===== src/rtl/spi_cmd_pkg.sv =====
// Shared definitions for the SPI command decoder: opcode values, status
// codes, access kinds, the per-opcode field count and bytewise CRC steps.
package spi_cmd_pkg;

    localparam int ADDR_W     = 24;
    localparam int DATA_W     = 32;
    localparam int MAX_FIELDS = 7;
    localparam int FLD_W      = MAX_FIELDS * 8;

    localparam logic [7:0] OP_DMA_WR  = 8'hC1;
    localparam logic [7:0] OP_DMA_RD  = 8'hC2;
    localparam logic [7:0] OP_INT_WR  = 8'hC3;
    localparam logic [7:0] OP_INT_RD  = 8'hC4;
    localparam logic [7:0] OP_TERM    = 8'hC5;
    localparam logic [7:0] OP_REPEAT  = 8'hC6;
    localparam logic [7:0] OP_XDMA_WR = 8'hC7;
    localparam logic [7:0] OP_XDMA_RD = 8'hC8;
    localparam logic [7:0] OP_SGL_WR  = 8'hC9;
    localparam logic [7:0] OP_SGL_RD  = 8'hCA;
    localparam logic [7:0] OP_RESET   = 8'hCF;

    localparam logic [7:0] ST_OK      = 8'h00;
    localparam logic [7:0] ST_BAD_OP  = 8'h01;
    localparam logic [7:0] ST_BAD_CRC = 8'h02;
    localparam logic [7:0] DATA_TAG   = 8'hF3;

    typedef enum logic [1:0] {ACC_NONE, ACC_READ, ACC_WRITE} acc_e;

    // Field bytes that follow a given opcode (unknown opcodes take three).
    function automatic logic [2:0] field_count(input logic [7:0] op);
        case (op)
            OP_DMA_WR, OP_DMA_RD:   return 3'd5;
            OP_XDMA_WR, OP_XDMA_RD: return 3'd6;
            OP_INT_WR:              return 3'd6;
            OP_SGL_WR:              return 3'd7;
            default:                return 3'd3;
        endcase
    endfunction

    // True for every opcode the decoder recognises.
    function automatic logic known_op(input logic [7:0] op);
        case (op)
            OP_DMA_WR, OP_DMA_RD, OP_INT_WR, OP_INT_RD, OP_TERM, OP_REPEAT,
            OP_XDMA_WR, OP_XDMA_RD, OP_SGL_WR, OP_SGL_RD, OP_RESET: return 1'b1;
            default: return 1'b0;
        endcase
    endfunction

    // One byte through CRC7 x^7+x^3+1, most significant bit first.
    function automatic logic [6:0] crc7_byte(input logic [6:0] seed, input logic [7:0] b);
        logic [6:0] c;
        logic       fb;
        c = seed;
        for (int i = 7; i >= 0; i--) begin
            fb = c[6] ^ b[i];
            c  = {c[5:0], 1'b0};
            if (fb) c = c ^ 7'h09;
        end
        return c;
    endfunction

    // One byte through CRC-16 polynomial 0x1021, most significant bit first.
    function automatic logic [15:0] crc16_byte(input logic [15:0] seed, input logic [7:0] b);
        logic [15:0] c;
        logic        fb;
        c = seed;
        for (int i = 7; i >= 0; i--) begin
            fb = c[15] ^ b[i];
            c  = {c[14:0], 1'b0};
            if (fb) c = c ^ 16'h1021;
        end
        return c;
    endfunction

endpackage


===== src/rtl/spi_cmd_crc7.sv =====
// Running CRC7 over the command bytes of one frame.
// Assumes: restart is asserted with the opcode byte so the seed is reloaded.
module spi_cmd_crc7
    import spi_cmd_pkg::*;
(
    input  logic       clk,
    input  logic       rst_n,
    input  logic       upd,
    input  logic       restart,
    input  logic [7:0] din,
    output logic [6:0] crc
);

    // Fold each accepted byte into the running remainder.
    always_ff @(posedge clk) begin
        if (!rst_n)
            crc <= 7'h7F;
        else if (upd)
            crc <= crc7_byte(restart ? 7'h7F : crc, din);
    end

endmodule


===== src/rtl/spi_cmd_frame.sv =====
// Frame collector: takes the opcode, gathers its field bytes, checks the
// optional CRC7 byte, and decodes the register access.
// Assumes: crc7_en is static during a frame; the responder signals resp_last
// on the strobe of its final reply byte.
module spi_cmd_frame
    import spi_cmd_pkg::*;
(
    input  logic              clk,
    input  logic              rst_n,
    input  logic              cs_n,
    input  logic              rx_valid,
    input  logic [7:0]        rx_byte,
    input  logic              crc7_en,
    input  logic              resp_last,
    output logic              frm_done,
    output logic [7:0]        frm_op,
    output logic [7:0]        frm_status,
    output acc_e              frm_acc,
    output logic [ADDR_W-1:0] frm_addr,
    output logic              frm_internal,
    output logic              frm_clockless,
    output logic [DATA_W-1:0] frm_wdata
);

    typedef enum logic [1:0] {F_OP, F_FIELD, F_WAIT} fstate_e;

    fstate_e           state;
    logic [7:0]        op_q;
    logic [2:0]        need_q;
    logic [2:0]        cnt_q;
    logic [FLD_W-1:0]  fld_q;
    logic [FLD_W-1:0]  fld_now;
    logic [6:0]        crc_q;
    logic              strobe, in_field, crc_byte, finish, crc_good;
    acc_e              dec_acc;
    logic [ADDR_W-1:0] dec_addr;
    logic              dec_int, dec_clk;
    logic [DATA_W-1:0] dec_data;
    logic [7:0]        dec_status;

    assign strobe   = rx_valid && !cs_n;
    assign in_field = (state == F_FIELD) && (cnt_q < need_q);
    assign crc_byte = (state == F_FIELD) && (cnt_q == need_q);
    assign finish   = strobe && ((in_field && cnt_q == need_q - 3'd1 && !crc7_en) || crc_byte);
    assign crc_good = !crc_byte || (rx_byte == {crc_q, 1'b0});
    assign fld_now  = in_field ? {fld_q[FLD_W-9:0], rx_byte} : fld_q;

    spi_cmd_crc7 u_crc7 (
        .clk     (clk),
        .rst_n   (rst_n),
        .upd     (strobe && (state == F_OP || in_field)),
        .restart (state == F_OP),
        .din     (rx_byte),
        .crc     (crc_q)
    );

    // Decode the access from the opcode and the fields including this byte.
    always_comb begin
        dec_acc  = ACC_NONE;
        dec_addr = '0;
        dec_int  = 1'b0;
        dec_clk  = 1'b0;
        dec_data = '0;
        case (op_q)
            OP_SGL_RD: begin
                dec_acc  = ACC_READ;
                dec_addr = fld_now[23:0];
            end
            OP_INT_RD: begin
                dec_acc  = ACC_READ;
                dec_int  = 1'b1;
                dec_clk  = fld_now[23];
                dec_addr = {9'd0, fld_now[22:16], fld_now[15:8]};
            end
            OP_SGL_WR: begin
                dec_acc  = ACC_WRITE;
                dec_addr = fld_now[55:32];
                dec_data = fld_now[31:0];
            end
            OP_INT_WR: begin
                dec_acc  = ACC_WRITE;
                dec_int  = 1'b1;
                dec_clk  = fld_now[47];
                dec_addr = {9'd0, fld_now[46:40], fld_now[39:32]};
                dec_data = fld_now[31:0];
            end
            default: ;
        endcase
        if (!known_op(op_q))
            dec_status = ST_BAD_OP;
        else if (!crc_good)
            dec_status = ST_BAD_CRC;
        else
            dec_status = ST_OK;
        if (dec_status != ST_OK)
            dec_acc = ACC_NONE;
    end

    // Frame sequencing: opcode, fields, optional check byte, wait for reply.
    always_ff @(posedge clk) begin
        if (!rst_n) begin
            state         <= F_OP;
            op_q          <= '0;
            need_q        <= '0;
            cnt_q         <= '0;
            fld_q         <= '0;
            frm_done      <= 1'b0;
            frm_op        <= '0;
            frm_status    <= '0;
            frm_acc       <= ACC_NONE;
            frm_addr      <= '0;
            frm_internal  <= 1'b0;
            frm_clockless <= 1'b0;
            frm_wdata     <= '0;
        end else if (cs_n) begin
            state    <= F_OP;
            frm_done <= 1'b0;
        end else begin
            frm_done <= 1'b0;
            case (state)
                F_OP: if (rx_valid) begin
                    op_q   <= rx_byte;
                    need_q <= field_count(rx_byte);
                    cnt_q  <= '0;
                    fld_q  <= '0;
                    state  <= F_FIELD;
                end
                F_FIELD: if (rx_valid) begin
                    if (in_field) begin
                        fld_q <= fld_now;
                        cnt_q <= cnt_q + 3'd1;
                    end
                    if (finish) begin
                        frm_done      <= 1'b1;
                        frm_op        <= op_q;
                        frm_status    <= dec_status;
                        frm_acc       <= dec_acc;
                        frm_addr      <= dec_addr;
                        frm_internal  <= dec_int;
                        frm_clockless <= dec_clk;
                        frm_wdata     <= dec_data;
                        state         <= F_WAIT;
                    end
                end
                F_WAIT: if (resp_last) state <= F_OP;
                default: state <= F_OP;
            endcase
        end
    end

    p_bad_op_r10: assert property (@(posedge clk) disable iff (!rst_n)
        (frm_done && !known_op(frm_op)) |-> (frm_status == ST_BAD_OP));

    p_err_no_acc_r9: assert property (@(posedge clk) disable iff (!rst_n)
        (frm_done && frm_status != ST_OK) |-> (frm_acc == ACC_NONE));

endmodule


===== src/rtl/spi_cmd_resp.sv =====
// Reply sequencer: echoes the opcode and status, issues the register
// access, and for reads emits filler, tag, data and optional CRC16.
// Assumes: reg_rdata is valid the cycle after reg_rd; byte strobes are at
// least two cycles apart; FILL_BYTES is between 0 and 4.
module spi_cmd_resp
    import spi_cmd_pkg::*;
#(
    parameter int FILL_BYTES = 2
) (
    input  logic              clk,
    input  logic              rst_n,
    input  logic              cs_n,
    input  logic              rx_valid,
    input  logic              crc16_en,
    input  logic              frm_done,
    input  logic [7:0]        frm_op,
    input  logic [7:0]        frm_status,
    input  acc_e              frm_acc,
    input  logic              frm_clockless,
    input  logic [DATA_W-1:0] reg_rdata,
    output logic              reg_rd,
    output logic              reg_wr,
    output logic              resp_last,
    output logic [7:0]        tx_byte
);

    localparam int TAG_SLOT  = 2 + FILL_BYTES;
    localparam int DATA_SLOT = TAG_SLOT + 1;
    localparam int CRC_SLOT  = DATA_SLOT + DATA_W / 8;
    localparam int SLOT_W    = $clog2(CRC_SLOT + 3);
    localparam logic [SLOT_W-1:0] S_TAG   = SLOT_W'(TAG_SLOT);
    localparam logic [SLOT_W-1:0] S_DATA  = SLOT_W'(DATA_SLOT);
    localparam logic [SLOT_W-1:0] S_CRC   = SLOT_W'(CRC_SLOT);
    localparam logic [SLOT_W-1:0] S_CRCL  = SLOT_W'(CRC_SLOT + 1);
    localparam logic [SLOT_W-1:0] LAST_WR = SLOT_W'(1);
    localparam logic [SLOT_W-1:0] LAST_RD = SLOT_W'(CRC_SLOT - 1);
    localparam logic [SLOT_W-1:0] LAST_RC = SLOT_W'(CRC_SLOT + 1);

    logic              active, rd_q, c16_q, cap_q;
    logic [SLOT_W-1:0] slot, last_slot, doff;
    logic [7:0]        op_q, st_q;
    logic [DATA_W-1:0] data_q;
    logic [15:0]       crc16;

    assign last_slot = !rd_q ? LAST_WR : (c16_q ? LAST_RC : LAST_RD);
    assign resp_last = active && rx_valid && !cs_n && (slot == last_slot);
    assign doff      = slot - S_DATA;

    // CRC-16 over the four data bytes in the order they leave the block.
    always_comb begin
        crc16 = 16'hFFFF;
        for (int k = 0; k < DATA_W / 8; k++)
            crc16 = crc16_byte(crc16, data_q[8*k +: 8]);
    end

    // Select the byte for the next slot from the reply position.
    always_comb begin
        tx_byte = 8'h00;
        if (active) begin
            if (slot == '0)
                tx_byte = op_q;
            else if (slot == SLOT_W'(1))
                tx_byte = st_q;
            else if (rd_q) begin
                if (slot == S_TAG)
                    tx_byte = DATA_TAG;
                else if (slot >= S_DATA && slot < S_CRC)
                    tx_byte = data_q[8*doff[1:0] +: 8];
                else if (slot == S_CRC)
                    tx_byte = crc16[15:8];
                else if (slot == S_CRCL)
                    tx_byte = crc16[7:0];
            end
        end
    end

    // Launch the access, capture read data and step through reply slots.
    always_ff @(posedge clk) begin
        if (!rst_n) begin
            active <= 1'b0;
            slot   <= '0;
            op_q   <= '0;
            st_q   <= '0;
            rd_q   <= 1'b0;
            c16_q  <= 1'b0;
            cap_q  <= 1'b0;
            data_q <= '0;
            reg_rd <= 1'b0;
            reg_wr <= 1'b0;
        end else if (cs_n) begin
            active <= 1'b0;
            slot   <= '0;
            cap_q  <= 1'b0;
            reg_rd <= 1'b0;
            reg_wr <= 1'b0;
        end else begin
            reg_rd <= 1'b0;
            reg_wr <= 1'b0;
            cap_q  <= reg_rd;
            if (cap_q) data_q <= reg_rdata;
            if (frm_done) begin
                active <= 1'b1;
                slot   <= '0;
                op_q   <= frm_op;
                st_q   <= frm_status;
                rd_q   <= (frm_acc == ACC_READ);
                c16_q  <= crc16_en && !frm_clockless && (frm_acc == ACC_READ);
                reg_rd <= (frm_acc == ACC_READ);
                reg_wr <= (frm_acc == ACC_WRITE);
            end else if (active && rx_valid) begin
                if (slot == last_slot) active <= 1'b0;
                else                   slot   <= slot + SLOT_W'(1);
            end
        end
    end

    p_echo_first_r6: assert property (@(posedge clk) disable iff (!rst_n)
        (frm_done && !cs_n) |=> (cs_n || tx_byte == $past(frm_op)));

    p_rd_pulse_r14: assert property (@(posedge clk) disable iff (!rst_n)
        reg_rd |=> !reg_rd);

    p_wr_pulse_r14: assert property (@(posedge clk) disable iff (!rst_n)
        reg_wr |=> !reg_wr);

    p_abort_quiet_r12: assert property (@(posedge clk) disable iff (!rst_n)
        cs_n |=> (tx_byte == 8'h00 && !reg_rd && !reg_wr));

endmodule


===== src/rtl/spi_cmd_decoder.sv =====
// Top of the SPI slave command decoder: frame collector feeding the reply
// sequencer, with the register port taken from the decoded frame.
// Assumes: a byte-level shift stage outside this block; see the brief.
module spi_cmd_decoder
    import spi_cmd_pkg::*;
#(
    parameter int FILL_BYTES = 2
) (
    input  logic        clk,
    input  logic        rst_n,
    input  logic        cs_n,
    input  logic        rx_valid,
    input  logic [7:0]  rx_byte,
    output logic [7:0]  tx_byte,
    input  logic        crc7_en,
    input  logic        crc16_en,
    output logic        reg_rd,
    output logic        reg_wr,
    output logic [23:0] reg_addr,
    output logic        reg_internal,
    output logic        reg_clockless,
    output logic [31:0] reg_wdata,
    input  logic [31:0] reg_rdata
);

    logic       frm_done, frm_clockless, resp_last;
    logic [7:0] frm_op, frm_status;
    acc_e       frm_acc;

    spi_cmd_frame u_frame (
        .clk           (clk),
        .rst_n         (rst_n),
        .cs_n          (cs_n),
        .rx_valid      (rx_valid),
        .rx_byte       (rx_byte),
        .crc7_en       (crc7_en),
        .resp_last     (resp_last),
        .frm_done      (frm_done),
        .frm_op        (frm_op),
        .frm_status    (frm_status),
        .frm_acc       (frm_acc),
        .frm_addr      (reg_addr),
        .frm_internal  (reg_internal),
        .frm_clockless (frm_clockless),
        .frm_wdata     (reg_wdata)
    );

    spi_cmd_resp #(.FILL_BYTES(FILL_BYTES)) u_resp (
        .clk           (clk),
        .rst_n         (rst_n),
        .cs_n          (cs_n),
        .rx_valid      (rx_valid),
        .crc16_en      (crc16_en),
        .frm_done      (frm_done),
        .frm_op        (frm_op),
        .frm_status    (frm_status),
        .frm_acc       (frm_acc),
        .frm_clockless (frm_clockless),
        .reg_rdata     (reg_rdata),
        .reg_rd        (reg_rd),
        .reg_wr        (reg_wr),
        .resp_last     (resp_last),
        .tx_byte       (tx_byte)
    );

    assign reg_clockless = frm_clockless;

    p_one_kind_r14: assert property (@(posedge clk) disable iff (!rst_n)
        !(reg_rd && reg_wr));

    p_bad_crc_no_acc_r9: assert property (@(posedge clk) disable iff (!rst_n)
        (frm_done && frm_status == ST_BAD_CRC) |=> (!reg_rd && !reg_wr));

endmodule


===== config.mk =====
export PLATFORM = sky130hd
export DESIGN_NAME = spi_cmd_decoder
export DESIGN_NICKNAME = d
export VERILOG_FILES = /design/src/rtl/spi_cmd_pkg.sv /design/src/rtl/spi_cmd_crc7.sv /design/src/rtl/spi_cmd_frame.sv /design/src/rtl/spi_cmd_resp.sv /design/src/rtl/spi_cmd_decoder.sv
export SDC_FILE = /design/constraint.sdc
export NUM_CORES = 1
export LEC_CHECK = 0
export BUFFER_PORTS_ARGS = -buffer_cell sky130_fd_sc_hd__buf_2
export CAP_MARGIN = 10
export CORE_ASPECT_RATIO = 1.5
export CORE_UTILIZATION = 50
export DETAILED_ROUTE_END_ITERATION = 16
export PLACE_DENSITY = 0.72
export SYNTH_ARGS = -nofsm -noshare
export SYNTH_HDL_FRONTEND = slang
export SYNTH_SLANG_ARGS = --single-unit

===== constraint.sdc =====
create_clock -name clk -period 2.65 [get_ports clk]
set_clock_uncertainty 0.15 [all_clocks]
set_input_delay 0.1325 -clock clk [delete_from_list [all_inputs] [get_ports clk]]
set_output_delay 0.1325 -clock clk [all_outputs]
set_load 0.02 [all_outputs]

# [After elaboration in Yosys (flattened, before gate mapping)]
# Index checks and enable logic that the tools add are counted.
[word_totals] wordCells=287 register_bits=214 out_inout_bits=68
[op_classes] eq_ne=34 reduce_logical=44 muxes=93 order_cmp=3 shift=1 addsub=4 n_bitwise=84
[op_table] operator="13-bit two-way mux" n=32
[op_table] operator="56-bit two-way mux" n=4
[op_table] operator="8-bit equality test (second input constant)" n=17
[op_table] operator="56-bit case mux with 2 select lines" n=1
[op_table] operator="7-bit two-way mux" n=15
[op_table] operator="24-bit case mux with 4 select lines" n=1
[op_table] operator="3-bit inverter" n=31
[op_table] operator="8-bit two-way mux" n=9
[op_table] operator="4-bit two-way mux" n=9
[op_table] operator="1-bit XOR" n=36
[op_table] operator="32-bit two-way mux" n=1
[op_table] operator="32-bit by 6-bit variable part select with 8-bit output" n=1
[op_table] operator="2-bit inverter" n=8
[op_table] operator="2-bit two-way mux" n=7
[op_table] operator="1-bit logical AND" n=13
[op_table] operator="11-bit OR reduction" n=1
[op_table] operator="2-bit OR reduction" n=5
[op_table] operator="3-bit two-way mux" n=3
[op_table] operator="3-bit case mux with 3 select lines" n=1
[op_table] operator="3-bit OR reduction" n=3
[op_table] operator="4-bit equality test (second input constant)" n=2
[op_table] operator="8-bit equality test" n=1
[op_table] operator="2-bit AND reduction" n=4
[op_table] operator="4-bit AND reduction" n=2
[op_table] operator="other kinds (31)" n=56

# [Logic depth before layout (Yosys ltp)]
# Gate-level depths: netlist (run 1).
[logic_depth] word_depth=71 depth_mapped=11

# [Modules after synthesis]
# From an unflattened synthesis (run 1), not the netlist that was laid out.
[hier_totals] cells_unflattened=1270 area_unflattened_um2=11464.7
[modules_own_cells] mod="spi_cmd_frame" instances=1 area_per_inst_um2=6945.4 cells_per_inst=761
[modules_own_cells] mod="spi_cmd_resp" instances=1 area_per_inst_um2=4001.3 cells_per_inst=455
[modules_own_cells] mod="spi_cmd_crc7" instances=1 area_per_inst_um2=518.0 cells_per_inst=54

# [Least setup slack after synthesis (run 1)]
# Ideal clock, no wire load.
[synth_path] kind="flip-flop to output port" start="reg u_resp.data_q[1]" end="out tx_byte[7]" stages_incl_launch_ff=8 setup_slack_ns=-0.112 arrival_time_ns=2.479 required_time_ns=2.368 n_path_buf=0 path_cell_list="dfxtp_1 > xnor3_2 > xnor3_2 > xnor3_2 > xnor2_1 > o211ai_1 > a21oi_1 > nor4_2"
[synth_via] elab_chain_len=29 word_cells_on_any_way=49
[synth_rtl] item="from (decl)" line_no="spi_cmd_resp.sv:42" source="logic [DATA_W-1:0] data_q;"
[synth_rtl] item="from (signal assigned)" line_no="spi_cmd_resp.sv:100" source="if (cap_q) data_q <= reg_rdata;"
[synth_rtl] item="1-bit XOR *" line_no="spi_cmd_pkg.sv:68" source="fb = c[15] ^ b[i];"
[synth_rtl] item="13-bit two-way mux *" line_no="spi_cmd_pkg.sv:70" source="if (fb) c = c ^ 16'h1021;"
[synth_rtl] item="1-bit XOR or 13-bit two-way mux (tied branches)" line_no="spi_cmd_pkg.sv:68, spi_cmd_pkg.sv:70"
[synth_rtl] item="13-bit two-way mux *" line_no="spi_cmd_pkg.sv:70"
[synth_rtl] item="13-bit two-way mux (4 in series)" line_no="spi_cmd_pkg.sv:70"
[synth_rtl] item="13-bit two-way mux or 3-bit inverter (tied branches)"
[synth_rtl] item="13-bit two-way mux" line_no="spi_cmd_pkg.sv:70"
[synth_rtl] item="3-bit inverter (no line) or 1-bit XOR (tied branches)"
[synth_rtl] item="[10 not listed]"
[synth_rtl] item="13-bit two-way mux" line_no="spi_cmd_pkg.sv:70"
[synth_rtl] item="8-bit two-way mux *" line_no="spi_cmd_resp.sv:69" source="else if (slot == S_CRC)"
[synth_rtl] item="8-bit two-way mux *" line_no="spi_cmd_resp.sv:67" source="else if (slot >= S_DATA && slot < S_CRC)"
[synth_rtl] item="8-bit two-way mux *" line_no="spi_cmd_resp.sv:65" source="if (slot == S_TAG)"
[synth_rtl] item="8-bit two-way mux *" line_no="spi_cmd_resp.sv:64" source="else if (rd_q) begin"
[synth_rtl] item="8-bit two-way mux *" line_no="spi_cmd_resp.sv:62" source="else if (slot == SLOT_W'(1))"
[synth_rtl] item="8-bit two-way mux *" line_no="spi_cmd_resp.sv:60" source="if (slot == '0)"
[synth_rtl] item="8-bit two-way mux *" line_no="spi_cmd_resp.sv:59" source="if (active) begin"
[synth_rtl] item="to (decl)" line_no="spi_cmd_decoder.sv:14" source="output logic [7:0] tx_byte,"
# Mark *: on every way between the ends. The rest lies on a longest branch, timed or not.

# [Worst setup path in the final report (run 1)]
[layout_path] start="reg u_resp.data_q[6]" end="out tx_byte[7]"
[layout_via] elab_chain_len=35 word_cells_on_any_way=67
[layout_rtl] item="1-bit XOR *" line_no="spi_cmd_pkg.sv:68"
[layout_rtl] item="13-bit two-way mux *" line_no="spi_cmd_pkg.sv:70"
[layout_rtl] item="1-bit XOR or 13-bit two-way mux (tied branches)" line_no="spi_cmd_pkg.sv:68, spi_cmd_pkg.sv:70"
[layout_rtl] item="13-bit two-way mux *" line_no="spi_cmd_pkg.sv:70"
[layout_rtl] item="13-bit two-way mux (2 in series)" line_no="spi_cmd_pkg.sv:70"
[layout_rtl] item="13-bit two-way mux or 3-bit inverter (tied branches)"
[layout_rtl] item="13-bit two-way mux" line_no="spi_cmd_pkg.sv:70"
[layout_rtl] item="13-bit two-way mux or 3-bit inverter (tied branches)"
[layout_rtl] item="[18 not listed]"
[layout_rtl] item="13-bit two-way mux" line_no="spi_cmd_pkg.sv:70"
[layout_rtl] item="8-bit two-way mux *" line_no="spi_cmd_resp.sv:69"
[layout_rtl] item="8-bit two-way mux *" line_no="spi_cmd_resp.sv:67"
[layout_rtl] item="8-bit two-way mux *" line_no="spi_cmd_resp.sv:65"
[layout_rtl] item="8-bit two-way mux *" line_no="spi_cmd_resp.sv:64"
[layout_rtl] item="8-bit two-way mux *" line_no="spi_cmd_resp.sv:62"
[layout_rtl] item="8-bit two-way mux *" line_no="spi_cmd_resp.sv:60"
[layout_rtl] item="8-bit two-way mux *" line_no="spi_cmd_resp.sv:59"
# Marks and branches as above.

==> impl_metrics.toml, run 1 <==
[place]
dpl.hpwl_mm = 21.9
place_ws_ps = -213
gp_congestion = 0.951
portBuffers = 113
place_area_um2 = 11600

[synth]
synth-compound-area-share_pct = 19.1
synth-xor-area-share_pct = 13.3
synth_enable_flop_cells = 0
synthSimpleGateAreaFrac_pct = 16.6
ys_seq_area_share_pct = 39.2
synth_ff_type = "dfxtp_1"
avgSynthCellArea_um2 = 8.70
synth_top_family_by_area = "compound AO/OA/AOI/OAI gates"
ys_ff_latch = 202
synth_fa_ha_area_share_pct = 1.09
synth.mux.area_fraction_pct = 6.15
yosys_warnings = 0
async_flop_share_pct = 0
syn_area_um2 = 10300
ys_types = 68
syn_nets = 1240
synth_cells = 1185

[layout]
drive_gt1_share_pct = 24.8
finalInstanceArea_um2 = 13400
n_fill_cell = 1606
regArea_um2 = 4070
area.growth.synth_to_final_pct = 30.4
diodes = 0
multi_input_area_um2 = 6150
nets = 1441

[routing]
drt-vias-per-instance = 5.98
drt_pass1_iterations = 5
drc = 0
routedWlPerCell_um = 20.1
drt-initial-drc-count = 703
drt-total-wl_mm = 33.4
ant_nets = 0
num_vias = 9959

[floorplan]
start_util_pct = 50.7
dieArea_um2 = 21200
core_area_um2 = 20300
ios = 114
die_x_um = 119
row_count = 64
fp.dieH_um = 178

[sta]
tightest_slew_ps = 703
relSlewSlack_pct = 53.0
finalSetupViolations = 8
rsz0062_at_grt = "true"
final.min_clock_period_ps = 3260
final_max_slew_viol_count = 0
period_share_pct = 123
finalWorstSetupSlack_ps = -614
fmax_mhz = 306
finalHoldViolations = 0

[global_routing]
grt_pass1_vias = 9697
track_usage_pct = 30.6
grt_pass1_wl_mm = 50.6
grt_remaining_overflow = 0
grt_antenna_before_repair = 0
grt_max_degree = 74

[hold_path]
hold_class = "in2reg"

[clock_tree]
path_clk_slew_ps = 60
cts_made_buffers = 21
h-tree-depth = 1
clock-sinks = 202
cts-root-buf = "clkbuf_16"
clk_latency_ps = 490
clockBufferDepth = 3
cts_tree = "built"

[worst_setup_path]
cp_slowest_cell = "xnor3_1"
crit_chain = "buf_6, xor2_2, buf_4, xnor3_1, xor2_1, xnor2_1, xnor2_1, a21oi_1, buf_4, nor4_4, buf_4"
end_kind = "primary output"
start_kind = "flop"
max_stage_delay_ps = 370
worst_ep_arrival_time_ps = 2980
critPathMaxFanout = 5
critPathTopFamily = "XOR/XNOR gates"
critPathKind = "reg2out"
worst-path-buf-inv = 4
critical_path.most_common_cell = "buf_4"
crit_required_ps = 2370

[pwr]
p_per_area_nw_per_um2 = 525
leakage_nw = 5.41
ir_drop_v = 0.000542

[job]
maxCapViolations = 0

[outcome]
violations = "setup timing"
outcome = "finished with violations"
==> placed cells by master, fill, tap and decap left out, types with 13 or more instances in the layout <==
cell	n
dfxtp_1	188
nand2_1	186
nor2_1	115
buf_2	105
buf_4	104
a21oi_1	101
a22oi_1	77
dlygate4sd3_1	56
mux2i_1	45
xnor2_1	39
xor2_1	26
o21ai_1	23
a221oi_1	22
clkbuf_16	21
nor3_1	19
o21ai_0	16
xnor3_2	13
xnor2_2	13
==> registers in the layout, summed over array words and instances (netlist names), 2 cells and up <==
name	flops
u_resp.slot	4
u_frame.frm_acc	2
u_resp.op_q	8
u_frame.need_q	3
u_frame.frm_op	8
u_frame.frm_status	2
u_frame.op_q	8
u_frame.u_crc7.crc	7
u_resp.data_q	32
u_frame.state	2
u_frame.frm_addr	24
u_resp.st_q	2
u_frame.cnt_q	3
u_frame.fld_q	56
u_frame.frm_wdata	32
==> layer usage <==
metal | GRT usage (%) | routed length, um | vias to the layer above
li1 | - | - | 4567
met1 | 30.7 | 11700 | 4847
met2 | 56.4 | 17100 | 393
met3 | 3.82 | 1680 | 152
met4 | 24.9 | 2860 | 0
met5 | 0 | 0 | -
==> worst paths after layout <==
path | cells after the start | slack, ps | endpoint | from
max reg2reg | 11 | 80 | u_frame.frm_addr[16] | u_frame.need_q[1]
max | 11 | -610 | tx_byte[7] | u_resp.data_q[6]
min reg2reg | 2 | 300 | u_frame.frm_wdata[19] | u_frame.frm_wdata[19]
min | 4 | 50 | u_resp.st_q[1] | cs_n
==> power breakdown <==
group / switching (mW) / internal [mW]
clock network: 1.23 / 2.34
registers: 0.0280 / 3.05
logic: 0.241 / 0.172
total: 1.50 / 5.56
==> cell usage after synthesis, drive strengths merged (2+ instances only) <==
master,instances,area share [%]
nand3,11,0.53
o21ai,42,2.0
nor4,7,0.55
o211ai,10,0.73
ha,9,1.1
nand3b,3,0.22
a22oi,77,5.6
nand4,3,0.18
nor3b,3,0.27
xor2,35,3.0
and3,6,0.36
xnor2,54,4.7
xnor3,22,4.9
o32ai,2,0.17
clkbuf,76,2.8
xor3,3,0.70
nand2b,11,0.67
mux2i,45,4.4
nor2b,13,0.79
and2,5,0.30
o221a,2,0.22
nor3,21,1.1
o2bb2ai,10,0.85
o22ai,12,0.73
a21oi,102,5.0
a211oi,4,0.29
nor2,119,4.4
a221oi,24,2.1
dfxtp,202,39
mux4,8,1.8
a221o,5,0.49
nand2,187,6.8
buf,22,1.3
inv,12,0.44
==> kinds of logic (layout without fill, tap and decap cells) <==
| group | count (synthesis) | after routing |
|---|---|---|
| xor+xnor | 114 | 114 |
| fa+ha+maj | 9 | 9 |
| flops | 202 | 202 |
| mux | 53 | 53 |
| buf+inv | 110 | 325 |
| compound gates | 302 | 302 |
| simple gates | 395 | 395 |
==> per-stage QoR <==
step / power (mW) / TNS [ps] / util, % / hold WS [ps] / std cells
5_1_grt: 7.25 / -4310 / 66.1 / 73.9 / 1664
6_report: 7.06 / -3720 / 66.1 / 46.3 / 1664
3_3_place_gp: 3.48 / -340 / 57.0 / 225 / 1561
3_5_place_dp: 3.49 / -682 / 57.0 / 232 / 1561
4_1_cts: 7.07 / -3260 / 65.3 / 22.2 / 1660
2_1_floorplan: 3.37 / -12.0 / - / 118 / 1185
==> cell type report <==
cell class / count / share of cell area [%]
clock buffer: 26 / 4.35
clock inverter: 11 / 1.90
inverter: 12 / 0.354
multi-input combinational: 873 / 45.7
sequential: 202 / 30.3
tap: 264 / 2.46
timing repair buffer: 276 / 15.0
==> tightest hold or removal path, stage by stage <==
cell	delay [ps]
buf_2	170
nor2b_1	180
nand2_1	110
a21oi_1	50
==> what timing repair did <==
action                                  in CTS  in global routing
endpoints found under the setup margin      15                 57
hold buffers                                56                  0
setup buffers                                8                  6
resized for setup                           62                 26
gates cloned                                 0                  0
hold endpoints to repair                    90                  0
pin swaps                                   28                 10
No activity file was read; power rests on OpenSTA's default activity.
==> inputs of run 2 (changes only) <==
--- a/config.mk
+++ b/config.mk
@@ -11,6 +11,7 @@
 export CORE_UTILIZATION = 50
 export DETAILED_ROUTE_END_ITERATION = 16
 export PLACE_DENSITY = 0.72
+export SETUP_SLACK_MARGIN = 0.5
 export SYNTH_ARGS = -nofsm -noshare
 export SYNTH_HDL_FRONTEND = slang
 export SYNTH_SLANG_ARGS = --single-unit
==> run 2 against run 1 <==
  * Combinational power up 77%
  * Largest power group is now registers
  * The run still ends with setup timing left
  * Clock power fell by 17%
  * Worst setup slack better by 42 ps
  * Cell count up 4.1%
==> impl_metrics.toml, run 2 (same netlist as run 1, synthesis figures left out) <==
[worst_setup_path]
start_kind = "flop"
crit_required_ps = 2370
r2r_end = "u_frame.frm_op[6]"
r2r_setup_slack_ps = 30
critPathMaxFanout = 5
end_kind = "primary output"
critPathKind = "reg2out"
reg2reg_depth = 15
r2r_start = "u_frame.need_q[1]"
worst_ep_arrival_time_ps = 2940

[routing]
ant_nets = 0
drt_pass1_iterations = 7
drt-total-wl_mm = 47.2
num_vias = 11400
routedWlPerCell_um = 27.3
drt-vias-per-instance = 6.59
drt-initial-drc-count = 1213
drc = 0

[layout]
final_common_cell = "dfxtp_1"
area.growth.synth_to_final_pct = 55.4
diodes = 0
largest_reg_flops = 56
finalInstanceArea_um2 = 16000
post-route-util_pct = 78.8
top_register = "u_frame.fld_q"
nets = 1512
fin_cells = 1733
largest_registers = "u_frame.fld_q (56), u_frame.frm_wdata (32), u_resp.data_q (32)"
layout_common_cells = "dfxtp_1, nand2_1, nor2_1"
drive_gt1_share_pct = 43.7

[sta]
finalHoldViolations = 0
finalSetupViolations = 8
holdWs_ps = 103
final.min_clock_period_ps = 3220
fmax_mhz = 310
final_max_slew_viol_count = 0
finalWorstSetupSlack_ps = -572
period_share_pct = 122
fin_setup_tns_ps = -4060
tightest_slew_ps = 782
relSlewSlack_pct = 47.8
rsz0062_at_grt = "true"

[hold_path]
min_to = "u_resp.op_q[1]"
hp-start = "cs_n"
holdPathStages = 4
hold_class = "in2reg"

[pwr]
ir_drop_v = 0.000503
total_power_mw = 6.78
leakage_nw = 6.38
p_per_area_nw_per_um2 = 423

[floorplan]
row_count = 64
ios = 114
start_util_pct = 50.7
dieArea_um2 = 21200
fp.dieH_um = 178
core_area_um2 = 20300
die_x_um = 119

[clock_tree]
h-tree-depth = 1
clk_latency_ps = 520
clockBufferDepth = 3
cts-root-buf = "clkbuf_16"
cts_tree = "built"
clock-sinks = 202
path_clk_slew_ps = 60
cts_made_buffers = 21

[outcome]
outcome = "finished with violations"
violations = "setup timing"

[global_routing]
grt_remaining_overflow = 0
grt_antenna_before_repair = 0
grt_pass1_vias = 11000
grt_max_degree = 160
track_usage_pct = 39.1
grt_pass1_wl_mm = 62.6

[place]
place_ws_ps = -97.8
placedCellCount = 1563
dpl.hpwl_mm = 22.1
place_area_um2 = 11800
portBuffers = 113
gp_congestion = 0.908

[job]
maxCapViolations = 0
run 2: changes by cell type in the layout (fill, tap and decap cells not counted), sizes merged:
cell         previous run  this run
bufinv                  8         1
buf                   220       298
clkbuf                 26        36
clkinv                  3         1
dlygate4sd3            56        43
nand2                 187       188
nor2                  119       121
run 2: worst max path at each step:
stage,startpoint,end,cells after the start
final,u_resp.data_q[5],tx_byte[5],9
after global routing,u_resp.data_q[5],tx_byte[5],9
after CTS,u_resp.data_q[17],tx_byte[5],10
after detailed placement,u_resp.data_q[6],tx_byte[5],11
after global placement,u_resp.data_q[6],tx_byte[5],9
after floorplan,u_resp.data_q[6],tx_byte[7],8
run 2: layer usage:
metal	wire, um	vias up	GRT usage [%]
li1	-	4722	-
met1	14800	5426	36.7
met2	22700	860	70.1
met3	3900	414	8.23
met4	5820	0	36.8
met5	0	-	0
run 2: report_power, final:
group | switching (mW) | internal, mW
Combinational | 0.401 | 0.331
Sequential | 0.0383 | 3.05
Clock | 1.29 | 1.67
run 2: cell type report:
type	count	area [um^2]
flip-flops and latches	202	4070
fillers	1078	4320
inverters	12	50.0
well taps	264	330
repair buffers	344	3350
clock buffers	33	611
clock inverters	2	35.0
multi-input cells	876	7580
run 2: repair_timing:
action	4_1_cts	5_1_grt
setup buffers	37	27
pin swaps	104	74
hold endpoints to repair	66	0
resized for setup	291	152
hold buffers	43	0
gates cloned	24	4
endpoints found under the setup margin	139	148
run 2: worst max-delay path, cell delays in order, from the launching register on:
cell	delay, ps
dfxtp_4	370
xnor3_1	410
xor2_1	170
buf_4	150
xnor3_2	450
xnor3_1	280
o22ai_2	110
a221oi_2	270
nor3_2	70
buf_2	160
==> inputs of run 3 (changes only) <==
==> constraint.sdc (replaced) <==
create_clock -name clk -period 2.65 [get_ports clk]
set_clock_uncertainty 0.15 [all_clocks]
set_input_delay 0.53 -clock clk [delete_from_list [all_inputs] [get_ports clk]]
set_output_delay 0.53 -clock clk [all_outputs]
set_load 0.02 [all_outputs]
==> run 3 against run 2 <==
  * The flow still finishes with violations (setup timing)
  * Sequential share of layout area is 1.3 points higher
  * Largest power group unchanged
  * Die area stayed put
  * Combinational power is 24% lower
  * Total power is 3.2% lower
  * Final area is 4.8% lower
  * Largest cell class unchanged
  * Core utilization is 3.8 points lower
  * Clock power is 1% lower
  * Critical path depth is 1 higher
  * Worst setup slack worse by 390 ps
  * Global-route usage is 3.5 points lower
  * First-iteration DRC count is 3.9% lower
  * Worst hold slack better by 9.6 ps
==> impl_metrics.toml, run 3 (same netlist as run 1, synthesis figures left out) <==
[global_routing]
grt_use_met3_pct = 6.56
track_usage_pct = 35.6
grt_antenna_before_repair = 0
grtUsageMet2_pct = 65.2
grt_max_degree = 86
grt_pass1_vias = 10600
grt_pass1_wl_mm = 57.7
busiest_layer = "met2"
use_met1_pct = 33.8
grt_remaining_overflow = 0

[layout]
finalInstanceArea_um2 = 15200
largest_registers = "u_frame.fld_q (56), u_frame.frm_wdata (32), u_resp.data_q (32)"
post-route-util_pct = 75.0
area.growth.synth_to_final_pct = 47.9
layout_common_cells = "dfxtp_1, nand2_1, buf_4"
drive_gt1_share_pct = 43.2
final_common_cell = "dfxtp_1"
top_register = "u_frame.fld_q"
nets = 1467
largest_reg_flops = 56

[clock_tree]
clockBufferDepth = 3
cts_hold_buffers = 0
cts_tree = "built"
h-tree-depth = 1
clk_latency_ps = 500
cts_made_buffers = 20
clock-sinks = 202
path_clk_slew_ps = 60
cts-root-buf = "clkbuf_16"

[floorplan]
die_x_um = 119
start_util_pct = 50.7
core_area_um2 = 20300
row_count = 64
dieArea_um2 = 21200
fp.dieH_um = 178
ios = 114

[sta]
finalSetupViolations = 11
rsz0062_at_grt = "true"
period_share_pct = 136
fmax_mhz = 277
final.min_clock_period_ps = 3610
final_max_slew_viol_count = 0
finalHoldViolations = 0
fin_setup_tns_ps = -7320
holdWs_ps = 112
finalWorstSetupSlack_ps = -962
relSlewSlack_pct = 31.6
tightest_slew_ps = 1030

[hold_path]
hp-start = "reg_rdata[21]"
hold_class = "in2reg"
min_to = "u_resp.data_q[21]"
holdPathStages = 3

[job]
maxCapViolations = 0

[routing]
num_vias = 11100
ant_nets = 0
drt-vias-per-instance = 6.58
drt_pass1_iterations = 6
drt-total-wl_mm = 45.6
drt-initial-drc-count = 1166
routedWlPerCell_um = 27.0
drc = 0

[worst_setup_path]
start_kind = "flop"
end_kind = "primary output"
r2r_end = "u_frame.frm_addr[1]"
critPathMaxFanout = 3
critical_path.most_common_cell = "buf_4"
critPathKind = "reg2out"
max_stage_delay_ps = 480
crit_required_ps = 1970
crit_chain = "buf_6, xor3_2, xnor2_2, buf_4, xnor3_2, xnor3_1, o22ai_2, a221oi_2, nor3_2, buf_4"
reg2reg_depth = 13
r2r_start = "u_frame.need_q[1]"
cp_slowest_cell = "xor3_2"
worst_ep_arrival_time_ps = 2930
r2r_setup_slack_ps = -160

[place]
gp_congestion = 0.958
portBuffers = 113
place_ws_ps = -512
dpl.hpwl_mm = 22.3
place_area_um2 = 11900

[pwr]
ir_drop_v = 0.000568
leakage_nw = 5.90
p_per_area_nw_per_um2 = 430

[outcome]
violations = "setup timing"
outcome = "finished with violations"
## run 3: cell count changes in the layout (fill, tap and decap cells not counted), moves of 4 or more
cell | before | now
a221oi_1 | 11 | 18
a221oi_2 | 12 | 6
buf_12 | 20 | 13
buf_16 | 21 | 15
buf_4 | 107 | 116
clkbuf_8 | 4 | 0
dlygate4sd3_1 | 43 | 0
mux2i_2 | 3 | 8
nand2_1 | 154 | 173
nand2_2 | 13 | 4
nand2_4 | 19 | 8
nor2_2 | 4 | 0
## run 3: final cells by class
| type | instances | area (um^2) |
|---|---|---|
| Antenna cell | 1 | 2.50 |
| Clock buffer | 28 | 552 |
| Clock inverter | 8 | 100 |
| Fill cell | 1267 | 5090 |
| Inverter | 12 | 50.0 |
| Multi-Input combinational cell | 875 | 7360 |
| Sequential cell | 202 | 4080 |
| Tap cell | 264 | 330 |
| Timing Repair Buffer | 301 | 2770 |
## run 3: metrics by stage
| step | std cells | total power, mW |
|---|---|---|
| finish | 1691 | 6.56 |
| global route | 1690 | 6.73 |
| CTS | 1660 | 6.44 |
| detailed placement | 1577 | 3.50 |
| global placement | 1577 | 3.49 |
| floorplan | 1185 | 3.38 |
## run 3: repair_timing
action,CTS,global route
gates cloned,16,8
gates resized for setup,277,115
setup buffers,31,22
pin swaps,120,74
endpoints found under the setup margin,138,140
## run 3: worst max-delay path, delay by kind of cell, from the launching register on
family / cells / cell delay, ps
xor+xnor: 4 / 1200
simple gates: 1 / 70
buf+inv: 3 / 410
flops: 1 / 370
compound gates: 2 / 370
## run 3: worst max-delay path by stage
stage	startpoint	to	slack, ps	cells after the start
global placement	u_resp.data_q[12]	tx_byte[5]	-480	8
detailed placement	u_resp.data_q[12]	tx_byte[5]	-510	8
global route	u_resp.data_q[3]	tx_byte[1]	-1030	9
floorplan	u_resp.data_q[6]	tx_byte[7]	-290	8
CTS	u_resp.data_q[7]	tx_byte[5]	-910	10
finish	u_resp.data_q[3]	tx_byte[5]	-960	10
## run 3: layer usage
layer / part of all wire [%] / up-vias
met5: 0 / -
met4: 13 / 0
li1: - / 4629
met1: 30 / 5231
met2: 48 / 848
met3: 9.7 / 418
## run 3: report_power, final
part | leakage, nW | switching, mW | total, mW | internal [mW]
combinational | 3.94 | 0.335 | 0.558 | 0.223
clock | 0.316 | 1.25 | 2.92 | 1.67
sequential | 1.64 | 0.0332 | 3.08 | 3.05
total | 5.90 | 1.62 | 6.56 | 4.94
